`config.mk`:
```
export PLATFORM = sky130hd
export DESIGN_NAME = lcdmux_drive_seq
export DESIGN_NICKNAME = d
export VERILOG_FILES = /design/src/rtl/lcdseq_pkg.sv /design/src/rtl/lcdseq_timebase.sv /design/src/rtl/lcdseq_com_gen.sv /design/src/rtl/lcdseq_seg_gen.sv /design/src/rtl/lcdmux_drive_seq.sv
export SDC_FILE = /design/constraint.sdc
export NUM_CORES = 1
export LEC_CHECK = 0
export BUFFER_PORTS_ARGS = -buffer_cell sky130_fd_sc_hd__buf_2
export CELL_PAD_IN_SITES_DETAIL_PLACEMENT = 0
export CELL_PAD_IN_SITES_GLOBAL_PLACEMENT = 1
export CORE_AREA = 2 2 169 171
export DETAILED_ROUTE_END_ITERATION = 6
export DIE_AREA = 0 0 171 173
export PLACE_DENSITY_LB_ADDON = 0.1
export RECOVER_POWER = 50
export SYNTH_ARGS = -nofsm -noshare
export SYNTH_HDL_FRONTEND = slang
export SYNTH_SLANG_ARGS = --single-unit
```
`constraint.sdc`:
```
create_clock -name clk -period 3.85 [get_ports clk]
set_input_delay 0.77 -clock clk [delete_from_list [all_inputs] [get_ports clk]]
set_output_delay 0.77 -clock clk [all_outputs]
set_load 0.01 [all_outputs]
```
`src/rtl/lcdseq_pkg.sv`:
```
package lcdseq_pkg;

  localparam int MAX_ROWS = 5;
  localparam int SLOT_W   = $clog2(MAX_ROWS + 1);

  // Drive level codes, ordered by voltage
  typedef enum logic [1:0] {
    LVL_L  = 2'b00,
    LVL_M2 = 2'b01,
    LVL_M1 = 2'b10,
    LVL_H  = 2'b11
  } drv_lvl_e;

  // Number of scanned rows for a duty select value
  function automatic logic [SLOT_W-1:0] rows_for_duty(input logic [1:0] sel);
    if (sel[1])      return SLOT_W'(5);
    else if (sel[0]) return SLOT_W'(4);
    else             return SLOT_W'(3);
  endfunction

endpackage

```
`src/rtl/lcdseq_timebase.sv`:
```
module lcdseq_timebase
  import lcdseq_pkg::*;
#(
  parameter int HALF_TICKS = 8
) (
  input  logic              clk,
  input  logic              rst_n,
  input  logic              osc_tick,
  input  logic [1:0]        duty_sel,
  output logic [SLOT_W-1:0] slot,
  output logic              phase,
  output logic [SLOT_W-1:0] rows
);

  localparam int TICK_W = (HALF_TICKS > 1) ? $clog2(HALF_TICKS) : 1;
  localparam logic [TICK_W-1:0] TICK_LAST = TICK_W'(HALF_TICKS - 1);

  logic [TICK_W-1:0] tick_q;
  logic              phase_q;
  logic [SLOT_W-1:0] slot_q;
  logic [SLOT_W-1:0] rows_q;
  logic [SLOT_W-1:0] rows_dec;
  logic              restart;
  logic              half_end;
  logic              slot_last;

  assign rows_dec  = rows_for_duty(duty_sel);
  assign restart   = (rows_dec != rows_q);
  assign half_end  = osc_tick && (tick_q == TICK_LAST);
  assign slot_last = (slot_q == rows_q - SLOT_W'(1));

  always_ff @(posedge clk) begin
    if (!rst_n) begin
      tick_q  <= '0;
      phase_q <= 1'b0;
      slot_q  <= '0;
      rows_q  <= SLOT_W'(MAX_ROWS);
    end else if (restart) begin
      tick_q  <= '0;
      phase_q <= 1'b0;
      slot_q  <= '0;
      rows_q  <= rows_dec;
    end else if (osc_tick) begin
      if (half_end) begin
        tick_q  <= '0;
        phase_q <= ~phase_q;
        if (phase_q) begin
          slot_q <= slot_last ? '0 : slot_q + SLOT_W'(1);
        end
      end else begin
        tick_q <= tick_q + TICK_W'(1);
      end
    end
  end

  assign slot  = slot_q;
  assign phase = phase_q;
  assign rows  = rows_q;

endmodule

```
`src/rtl/lcdseq_com_gen.sv`:
```
module lcdseq_com_gen
  import lcdseq_pkg::*;
#(
  parameter int NUM_COM = MAX_ROWS
) (
  input  logic [SLOT_W-1:0]    slot,
  input  logic                 phase,
  input  logic [SLOT_W-1:0]    rows,
  output logic [2*NUM_COM-1:0] com_lvl
);

  for (genvar c = 0; c < NUM_COM; c++) begin : g_com
    logic     active;
    logic     selected;
    drv_lvl_e lvl;

    assign active   = (SLOT_W'(c) < rows);
    assign selected = active && (slot == SLOT_W'(c));

    always_comb begin
      if (selected) lvl = phase ? LVL_L  : LVL_H;
      else          lvl = phase ? LVL_M1 : LVL_M2;
    end

    assign com_lvl[2*c +: 2] = lvl;
  end

endmodule

```
`src/rtl/lcdseq_seg_gen.sv`:
```
module lcdseq_seg_gen
  import lcdseq_pkg::*;
#(
  parameter int NUM_SEG = 60,
  parameter int NUM_COM = MAX_ROWS
) (
  input  logic [SLOT_W-1:0]          slot,
  input  logic                       phase,
  input  logic                       blank_en,
  input  logic [NUM_COM*NUM_SEG-1:0] row_bits,
  output logic [2*NUM_SEG-1:0]       seg_lvl
);

  logic [NUM_SEG-1:0] cur_word;

  // One shared row mux feeds all segment encoders
  always_comb begin
    cur_word = '0;
    for (int r = 0; r < NUM_COM; r++) begin
      if (slot == SLOT_W'(r)) cur_word = row_bits[r*NUM_SEG +: NUM_SEG];
    end
  end

  for (genvar s = 0; s < NUM_SEG; s++) begin : g_seg
    logic     lit;
    drv_lvl_e lvl;

    assign lit = cur_word[s] & ~blank_en;

    always_comb begin
      if (lit) lvl = phase ? LVL_H  : LVL_L;
      else     lvl = phase ? LVL_M2 : LVL_M1;
    end

    assign seg_lvl[2*s +: 2] = lvl;
  end

endmodule

```
`src/rtl/lcdmux_drive_seq.sv`:
```
module lcdmux_drive_seq
  import lcdseq_pkg::*;
#(
  parameter int NUM_SEG    = 60,
  parameter int NUM_COM    = MAX_ROWS,
  parameter int HALF_TICKS = 8
) (
  input  logic                       clk,
  input  logic                       rst_n,
  input  logic                       osc_tick,
  input  logic [1:0]                 duty_sel,
  input  logic                       blank_en,
  input  logic [NUM_COM*NUM_SEG-1:0] row_bits,
  output logic [2*NUM_COM-1:0]       com_lvl,
  output logic [2*NUM_SEG-1:0]       seg_lvl
);

  logic [SLOT_W-1:0] slot;
  logic              phase;
  logic [SLOT_W-1:0] rows;

  lcdseq_timebase #(
    .HALF_TICKS(HALF_TICKS)
  ) u_timebase (
    .clk      (clk),
    .rst_n    (rst_n),
    .osc_tick (osc_tick),
    .duty_sel (duty_sel),
    .slot     (slot),
    .phase    (phase),
    .rows     (rows)
  );

  lcdseq_com_gen #(
    .NUM_COM(NUM_COM)
  ) u_com (
    .slot    (slot),
    .phase   (phase),
    .rows    (rows),
    .com_lvl (com_lvl)
  );

  lcdseq_seg_gen #(
    .NUM_SEG(NUM_SEG),
    .NUM_COM(NUM_COM)
  ) u_seg (
    .slot     (slot),
    .phase    (phase),
    .blank_en (blank_en),
    .row_bits (row_bits),
    .seg_lvl  (seg_lvl)
  );

endmodule

```
# Word-level counts from Yosys, hierarchy flattened
# Index checks and enable logic that the tools add are counted.
[op_classes]
addsub = 3
order_cmp = 5
eq_ne = 7
mux = 78
bitwise = 63
n_reduce_logical = 10
[ops]
columns = ["cell", "count"]
rows = [
  ["2-to-1 mux 60 bit", 5],
  ["2-to-1 mux 2 bit", 69],
  ["AND 1 bit", 60],
  ["2-to-1 mux 3 bit", 4],
  ["adder 3 x 1 -> 3 bit, second input constant", 2],
  ["== test 3 x 2 -> 1 bit, second input constant", 2],
  ["== test 3 bit, second input constant", 2],
  ["logical AND 1 bit", 6],
  ["less-than comparator 1 x 3 -> 1 bit, first input constant", 2],
  ["less-than comparator 2 x 3 -> 1 bit, first input constant", 2],
  ["== test 3 x 1 -> 1 bit, second input constant", 1],
  ["== test 3 bit", 1],
  ["logical NOT 3 bit", 1],
  ["less-than comparator 3 bit, first input constant", 1],
  ["!= test 3 bit", 1],
  ["NOT 1 bit", 3],
  ["AND reduction 3 bit", 1],
  ["subtractor 3 x 1 -> 3 bit, second input constant", 1],
  ["AND reduction 2 bit", 1],
  ["OR reduction 2 bit", 1],
]
[word_totals]
elab_cells = 170
output_inout_bits = 130
in_bits = 306
ff_bits = 10

# Longest topological paths before layout
# Gate-level depths: netlist of the first run.
[logic_depth]
ltp_word = 8
depth_mapped = 11

# Modules after synthesis
# From an unflattened synthesis of the first run, not the netlist that was laid out.
[hier_totals]
hier_cells = 633
hier_area_um2 = 5077.4
[by_module_without_submodules]
columns = ["mod", "area_per_inst_um2", "cells_per_inst", "seq_area_each_um2", "instances"]
rows = [
  ["lcdseq_seg_gen", 4302.9, 547, 0.0, 1],
  ["lcdseq_timebase", 508.0, 54, 200.2, 1],
  ["lcdseq_com_gen", 266.5, 32, 0.0, 1],
]

# Worst setup path after synthesis of the first run
# No wires, ideal clock.
[synth_timing]
kind = "register -> output"
start = "reg u_timebase.phase_q, in the netlist u_timebase.phase"
end = "out com_lvl[0]"
t_required_ns = 3.080
setup_slack_ns = 0.504
n_path_buf = 1
arrival_ns = 2.576
path_stages_with_launch = 5
path_cell_list = "dfxtp_1 inv_2 buf_1 ha_1 or2_2"
[synth_between]
elab_chain_cells = 2
[synth_lines]
columns = ["item", "line", "rtl"]
rows = [
  ["start, declared", "lcdseq_timebase.sv:19", "logic phase_q;"],
  ["start signal, assigned", "lcdseq_timebase.sv:46", "phase_q <= ~phase_q;"],
  ["2-to-1 mux 2 bit (on tied branches)", "lcdseq_com_gen.sv:22, lcdseq_com_gen.sv:21", ""],
  ["2-to-1 mux 2 bit (*)", "lcdseq_com_gen.sv:21", "if (selected) lvl = phase ? LVL_L : LVL_H;"],
  ["end, declared", "lcdmux_drive_seq.sv:14", "output logic [2*NUM_COM-1:0] com_lvl,"],
]
# Mark *: on every way between the ends. The rest lies on a longest branch, timed or not.

# Final worst setup path of the first run
[layout_timing]
start = "reg u_timebase.slot_q[0], in the netlist u_timebase.slot[0]"
end = "out com_lvl[8]"
[layout_between]
elab_chain_cells = 3
[layout_lines]
columns = ["item", "line", "rtl"]
rows = [
  ["start, declared", "lcdseq_timebase.sv:20", "logic [SLOT_W-1:0] slot_q;"],
  ["start signal, assigned", "lcdseq_timebase.sv:48", "slot_q <= slot_last ? '0 : slot_q + SLOT_W'(1);"],
  ["== test 3 bit", "lcdseq_com_gen.sv:18", "assign selected = active && (slot == SLOT_W'(c));"],
  ["logical AND 1 bit", "lcdseq_com_gen.sv:18", ""],
  ["2-to-1 mux 2 bit", "lcdseq_com_gen.sv:21", ""],
]
# Every way passes these cells.

==> out/metrics.csv, run 1 <==
stage,metric,value,unit
global_route,total gr overflow,0,
timing,Slew HR,-31.7,%
synth,Post-Syn Area,5110,um2
cts,clk slew on worst S/H paths,40,ps
routing,routed len/inst,18.8,um
setup_path,CP startpoint kind,flop,
min_path,Worst Hold Class,flop to flop,
cts,clk sinks,10,
cts,post-CTS setup buffers,0,
floorplan,core box area,27600,um2
cts,root buffer cell,clkbuf_16,
synth,Mapped Avg Cell Area,6.16,um2
routing,Final ANT Viol Nets,0,
global_route,vias in the first global route,6779,
timing,max-slew violation count,62,
synth,cell taking the most area after synthesis,a21oi_1,
timing,unrepaired setup endpoints after global routing,false,
final_layout,ratio of cells with drive above 1 in the final layout,36.1,%
synth,sequential fraction of the synthesis area,3.91,%
cts,cts repair resizes,0,
floorplan,Die ar.,29600,um2
timing,fmax,0.298,GHz
synth,post-synth top area share,12.2,%
final_layout,Nets,1482,
run_status,status,"complete, but fails checks",
global_route,Total Routing Usage GR,18.3,%
final_layout,"Core Util, Final",26.1,%
placement,Port Buffers,435,
setup_path,CP Class,flop to output pin,
floorplan,Die Width,171,um
final_layout,P&R area growth vs syn,40.7,%
timing,Fin Setup TNS,0,ps
synth,"Distinct cells, synth",34,
power_and_ir_drop,Static Leak,0.00344,uW
timing,Final setup viols,0,
power_and_ir_drop,Worst IR Drop VDD,0.000238,V
synth,ys flop type,dfxtp_1,
synth,post-synthesis register bit count,10,
cts,count of hold-fix buffers inserted at cts,0,
cts,CTS buffer count,3,
timing,final hold viol count,0,
floorplan,Core Rows,61,
timing,Final period util,87.0,%
timing,minimum clock period,3350,ps
synth,Post-synth ARST share,0,%
routing,residual DRC count,0,
placement,DPL Wire Length,21.8,mm
cts,Worst-Skew Late Latency,240,ps
timing,worst slew pin tran,1980,ps
global_route,antenna violations before repair,6,
timing,Clock Skews,4.25,ps
synth,synthesized instance count,831,
synth,leading cell types by count after synthesis,"inv_1 (133), a21oi_1 (125), xnor2_1 (63)",
flow_run,total of max-cap violations,1,
routing,initial detailed-routing violation count,370,
power_and_ir_drop,total power,680,uW
run_status,failing checks,"capacitance limit, slew limit",
synth,Yosys warning total,0,
floorplan,initial core utilization,18.5,%
routing,Pre-antenna DRT Iters,6,
synth,Mapped Nets,1156,
routing,routed vias/inst,4.42,
floorplan,Die Y-Extent,173,um
cts,CTS tree,yes,
setup_path,worst-path maximum fanout,23,
synth,Post-synth EDFFs,0,
floorplan,I/O pin cnt,436,
global_route,global-route wire length before repair,42.1,mm
routing,drt total wl,28.9,mm
routing,routed vias,6813,
placement,Final Wtd Congestion,0.786,
setup_path,CP Data Required Time,3080,ps
setup_path,crit path DAT,2580,ps
setup_path,CP endpoint kind,output pin,
global_route,largest net degree at the start of global routing,62,
synth,most common cell in the netlist,inv_1,
cts,H-Tree Depth,1,
cts,maximum clock insertion buffer count,2,
synth,Synth area leaders,"a21oi_1 (12%), xnor2_1 (11%), inv_1 (9.8%)",
power_and_ir_drop,power density over the cells,94.4,nW/um2
==> area by class of cell <==
class                      count  area (um2)
timing repair buffer         458        2330
sequential                    10         201
clock buffer                   4        88.8
multi-input combinational    550        3580
antenna                        6        15.0
inverter                     134         505
tap                          378         473
fill                        3347       20400
==> cell usage in the layout (no fill, tap or decap), types with 2 or more instances in the layout <==
| cell type | n |
|---|---|
| clkbuf_16 | 3 |
| a21oi_1 | 125 |
| ha_2 | 3 |
| buf_12 | 5 |
| xor2_1 | 2 |
| or3b_2 | 2 |
| o21ai_1 | 60 |
| nor2b_1 | 61 |
| nand3_1 | 61 |
| buf_4 | 17 |
| inv_1 | 133 |
| o211ai_1 | 61 |
| clkbuf_1 | 62 |
| dfxtp_1 | 9 |
| a22oi_1 | 60 |
| buf_2 | 374 |
| nand2_1 | 7 |
| o21ai_0 | 3 |
| nor3_1 | 2 |
| xnor2_1 | 63 |
| or2_2 | 6 |
| nor2_1 | 6 |
| ha_1 | 15 |
| diode_2 | 6 |
| nand3b_1 | 2 |
| a2111oi_0 | 2 |
==> worst max-delay path, stage by stage (launching register included) <==
cell and delay (ps):
dfxtp_1 370, inv_1 150, ha_2 220, buf_4 300
and2_2 490, o211ai_1 190, ha_1 200, or2_2 270
buf_2 150
==> logic make-up after synthesis <==
group	after synthesis	share of synthesized area (%)
AO/OA/AOI/OAI	313	37.3
XOR/XNOR	65	11.1
adder cells (fa/ha/maj)	19	4.65
buffers and inverters	271	26.1
flip-flops	10	3.91
multiplexers	1	0.196
AND/OR/NAND/NOR	152	16.7
==> layer usage <==
layer	GRT usage (%)	share of wire (%)
met5	0	0
met4	2.82	0.65
met3	2.38	6.3
met2	32.3	50
met1	23.9	43
==> report_power, final <==
part	internal (uW)	switching [uW]	leakage (uW)
sequential	106	3.38	0.0000817
combinational	200	165	0.00331
clock	156	48.9	0.0000442
==> final timing paths <==
check | startpoint | endpoint | slack (ps) | cells after the start
setup / recovery | u_timebase.slot[0] | com_lvl[8] | 500 | 8
hold / removal | u_timebase.tick_q[2] | u_timebase.tick_q[2] | 470 | 2
setup reg to reg | u_timebase.phase | u_timebase.slot[2] | 820 | 3
hold reg to reg | u_timebase.tick_q[2] | u_timebase.tick_q[2] | 470 | 2
==> per-stage QoR <==
stage          cells  instance area (um2)  worst slack [ps]  hold WS [ps]
2_1_floorplan    831                 5110               504           443
3_3_place_gp    1530                 7190               750           461
3_5_place_dp    1530                 7190               688           469
4_1_cts         1534                 7280               431           475
5_1_grt         1539                 7200               202           524
6_report        1540                 7200               499           468
==> registers in the layout, indices dropped and copies added (netlist names) <==
signal	count
u_timebase.slot	3
u_timebase.phase	1
u_timebase.rows	3
u_timebase.tick_q	3
No activity file was read; power rests on OpenSTA's default activity.
==> run 2: changes to the inputs <==
--- a/config.mk
+++ b/config.mk
@@ -8,9 +8,9 @@
 export BUFFER_PORTS_ARGS = -buffer_cell sky130_fd_sc_hd__buf_2
 export CELL_PAD_IN_SITES_DETAIL_PLACEMENT = 0
 export CELL_PAD_IN_SITES_GLOBAL_PLACEMENT = 1
-export CORE_AREA = 2 2 169 171
+export CORE_AREA = 2 2 168 170
 export DETAILED_ROUTE_END_ITERATION = 6
-export DIE_AREA = 0 0 171 173
+export DIE_AREA = 0 0 170 172
 export PLACE_DENSITY_LB_ADDON = 0.1
 export RECOVER_POWER = 50
 export SYNTH_ARGS = -nofsm -noshare
==> constraint.sdc (replaced) <==
create_clock -name clk -period 4.1 [get_ports clk]
set_input_delay 0.82 -clock clk [delete_from_list [all_inputs] [get_ports clk]]
set_output_delay 0.82 -clock clk [all_outputs]
set_load 0.01 [all_outputs]
==> run 2 against run 1 <==
- the run now ends clean
- critical path depth stayed put
- final cell count is 2.7% lower
- die area is 1.2% lower
- hold slack better by 5.8 ps
- via count is 0.12% higher
- combinational power is 7.1% lower
- first-iteration DRC count is 35% lower
- count of clock-buffer cells in the layout stayed put
- clock skew is 2.3 ps lower
- non-clock buffer count is 10 lower
- sequential share of layout area hardly changed
- critical path type unchanged
- highest routed layer unchanged
==> out/metrics.csv, run 2 (synthesis gave the netlist of run 1 again) <==
stage,metric,value,unit,change
final_layout,most frequent cells in the layout,"buf_2 (375), inv_1 (133), a21oi_1 (125)",,
routing,Pre-antenna DRT Iters,4,,-2
setup_path,worst-path maximum fanout,19,,-17%
timing,Final period util,83.1,%,
routing,initial detailed-routing violation count,241,,-35%
power_and_ir_drop,Static Leak,0.00340,uW,-1.0%
final_layout,"most common cell after layout, fill and taps aside",buf_2,,
timing,Fin Setup TNS,0,ps,unchanged
cts,count of hold-fix buffers inserted at cts,0,,unchanged
timing,minimum clock period,3410,ps,
final_layout,register area,201,um2,unchanged
final_layout,ratio of cells with drive above 1 in the final layout,35.7,%,-0.38 points
cts,CTS buffer count,3,,unchanged
cts,Worst-Skew Late Latency,230,ps,about the same
global_route,antenna violations before repair,7,,+1
timing,final hold viol count,0,,unchanged
floorplan,I/O pin cnt,436,,unchanged
global_route,global-route wire length before repair,40.6,mm,-3.5%
floorplan,Die Width,170,um,-0.58%
setup_path,CP startpoint kind,flop,,
setup_path,CP endpoint kind,output pin,,
flow_run,total of max-cap violations,0,,-1
routing,drt total wl,28.2,mm,-2.4%
floorplan,Core Rows,61,,unchanged
cts,clk slew on worst S/H paths,40,ps,about the same
cts,clk sinks,10,,unchanged
power_and_ir_drop,power density over the cells,89.0,nW/um2,-5.7%
timing,worst slew pin tran,895,ps,-1080 ps
placement,DPL Wire Length,20.5,mm,-5.8%
global_route,Total Routing Usage GR,17.9,%,-0.40 points
power_and_ir_drop,Worst IR Drop VDD,0.0000980,V,-59%
final_layout,P&R area growth vs syn,39.1,%,
timing,Slew HR,39.7,%,+71 points
setup_path,CP Class,flop to output pin,,
placement,Final Wtd Congestion,0.785,,about the same
cts,CTS tree,yes,,
timing,unrepaired setup endpoints after global routing,false,,
final_layout,# fillers,3285,,-1.9%
final_layout,"Core Util, Final",25.9,%,-0.16 points
global_route,total gr overflow,0,,unchanged
floorplan,initial core utilization,18.6,%,+0.10 points
floorplan,Die Y-Extent,172,um,-0.58%
routing,routed vias,6821,,+0.12%
cts,maximum clock insertion buffer count,2,,unchanged
routing,residual DRC count,0,,unchanged
global_route,vias in the first global route,6794,,+0.22%
setup_path,crit path DAT,2590,ps,about the same
final_layout,area occupied by multi-input gates,3580,um2,unchanged
cts,root buffer cell,clkbuf_16,,
timing,Clock Skews,1.96,ps,-2.29 ps
routing,routed vias/inst,4.55,,+2.9%
timing,Final setup viols,0,,unchanged
run_status,status,completed,,
floorplan,Die ar.,29200,um2,-1.2%
cts,H-Tree Depth,1,,unchanged
min_path,Worst Hold Class,flop to flop,,
final_layout,Nets,1472,,-0.67%
cts,post-CTS setup buffers,0,,unchanged
routing,Final ANT Viol Nets,0,,unchanged
placement,Port Buffers,435,,unchanged
floorplan,core box area,27500,um2,-0.55%
global_route,largest net degree at the start of global routing,64,,+3.2%
timing,max-slew violation count,0,,-100%
setup_path,CP Data Required Time,3280,ps,+200 ps
timing,fmax,0.293,GHz,
routing,routed len/inst,18.8,um,+0.29%
cts,cts repair resizes,0,,unchanged
[run 2: routing by layer]
layer	vias to the layer above	GRT usage, %	share of wire (%)
li1	3389	-	-
met1	3176	21.7	42
met2	240	33.4	50
met3	16	2.66	6.3
met4	0	3.68	1.2
met5	-	0	0
[run 2: path summary, 6_finish.rpt]
check	start	endpoint	slack (ps)	cells after the start
worst max-delay path	u_timebase.slot[2]	seg_lvl[87]	690	8
worst min-delay path	u_timebase.tick_q[2]	u_timebase.tick_q[2]	470	2
worst max register to register	u_timebase.rows[0]	u_timebase.slot[2]	2220	4
worst min register to register	u_timebase.tick_q[2]	u_timebase.tick_q[2]	470	2
[run 2: worst max-delay path: stages (launching register included)]
cell     delay (ps)
dfxtp_2         570
inv_1           150
ha_2            230
or2_2           480
buf_4           270
o21ai_1         140
nand3_1         110
xnor2_1         230
buf_2           180
[run 2: power by group]
part | switching [uW] | internal [uW] | leakage, uW
sequential | 2.93 | 99.4 | 0.0000817
clock | 45.5 | 147 | 0.0000442
combinational | 151 | 188 | 0.00327
total | 200 | 434 | 0.00340
[run 2: layout make-up]
cell class,instances,area share (%)
diodes,7,0.246
inverters,134,7.10
repair buffers,448,32.1
flip-flops and latches,10,2.83
well taps,346,6.08
clock buffers,4,1.25
multi-input cells,550,50.3
[run 2: stage by stage]
| stage | hold WS (ps) | total power, uW | area [um2] | instances | setup slack [ps] |
|---|---|---|---|---|---|
| floorplan | 443 | 243 | 5110 | 831 | 704 |
| global placement | 460 | 448 | 7100 | 1488 | 914 |
| detailed placement | 466 | 447 | 7100 | 1488 | 837 |
| CTS | 474 | 646 | 7190 | 1492 | 582 |
| global route | 522 | 686 | 7110 | 1498 | 470 |
| finish | 474 | 633 | 7120 | 1499 | 691 |
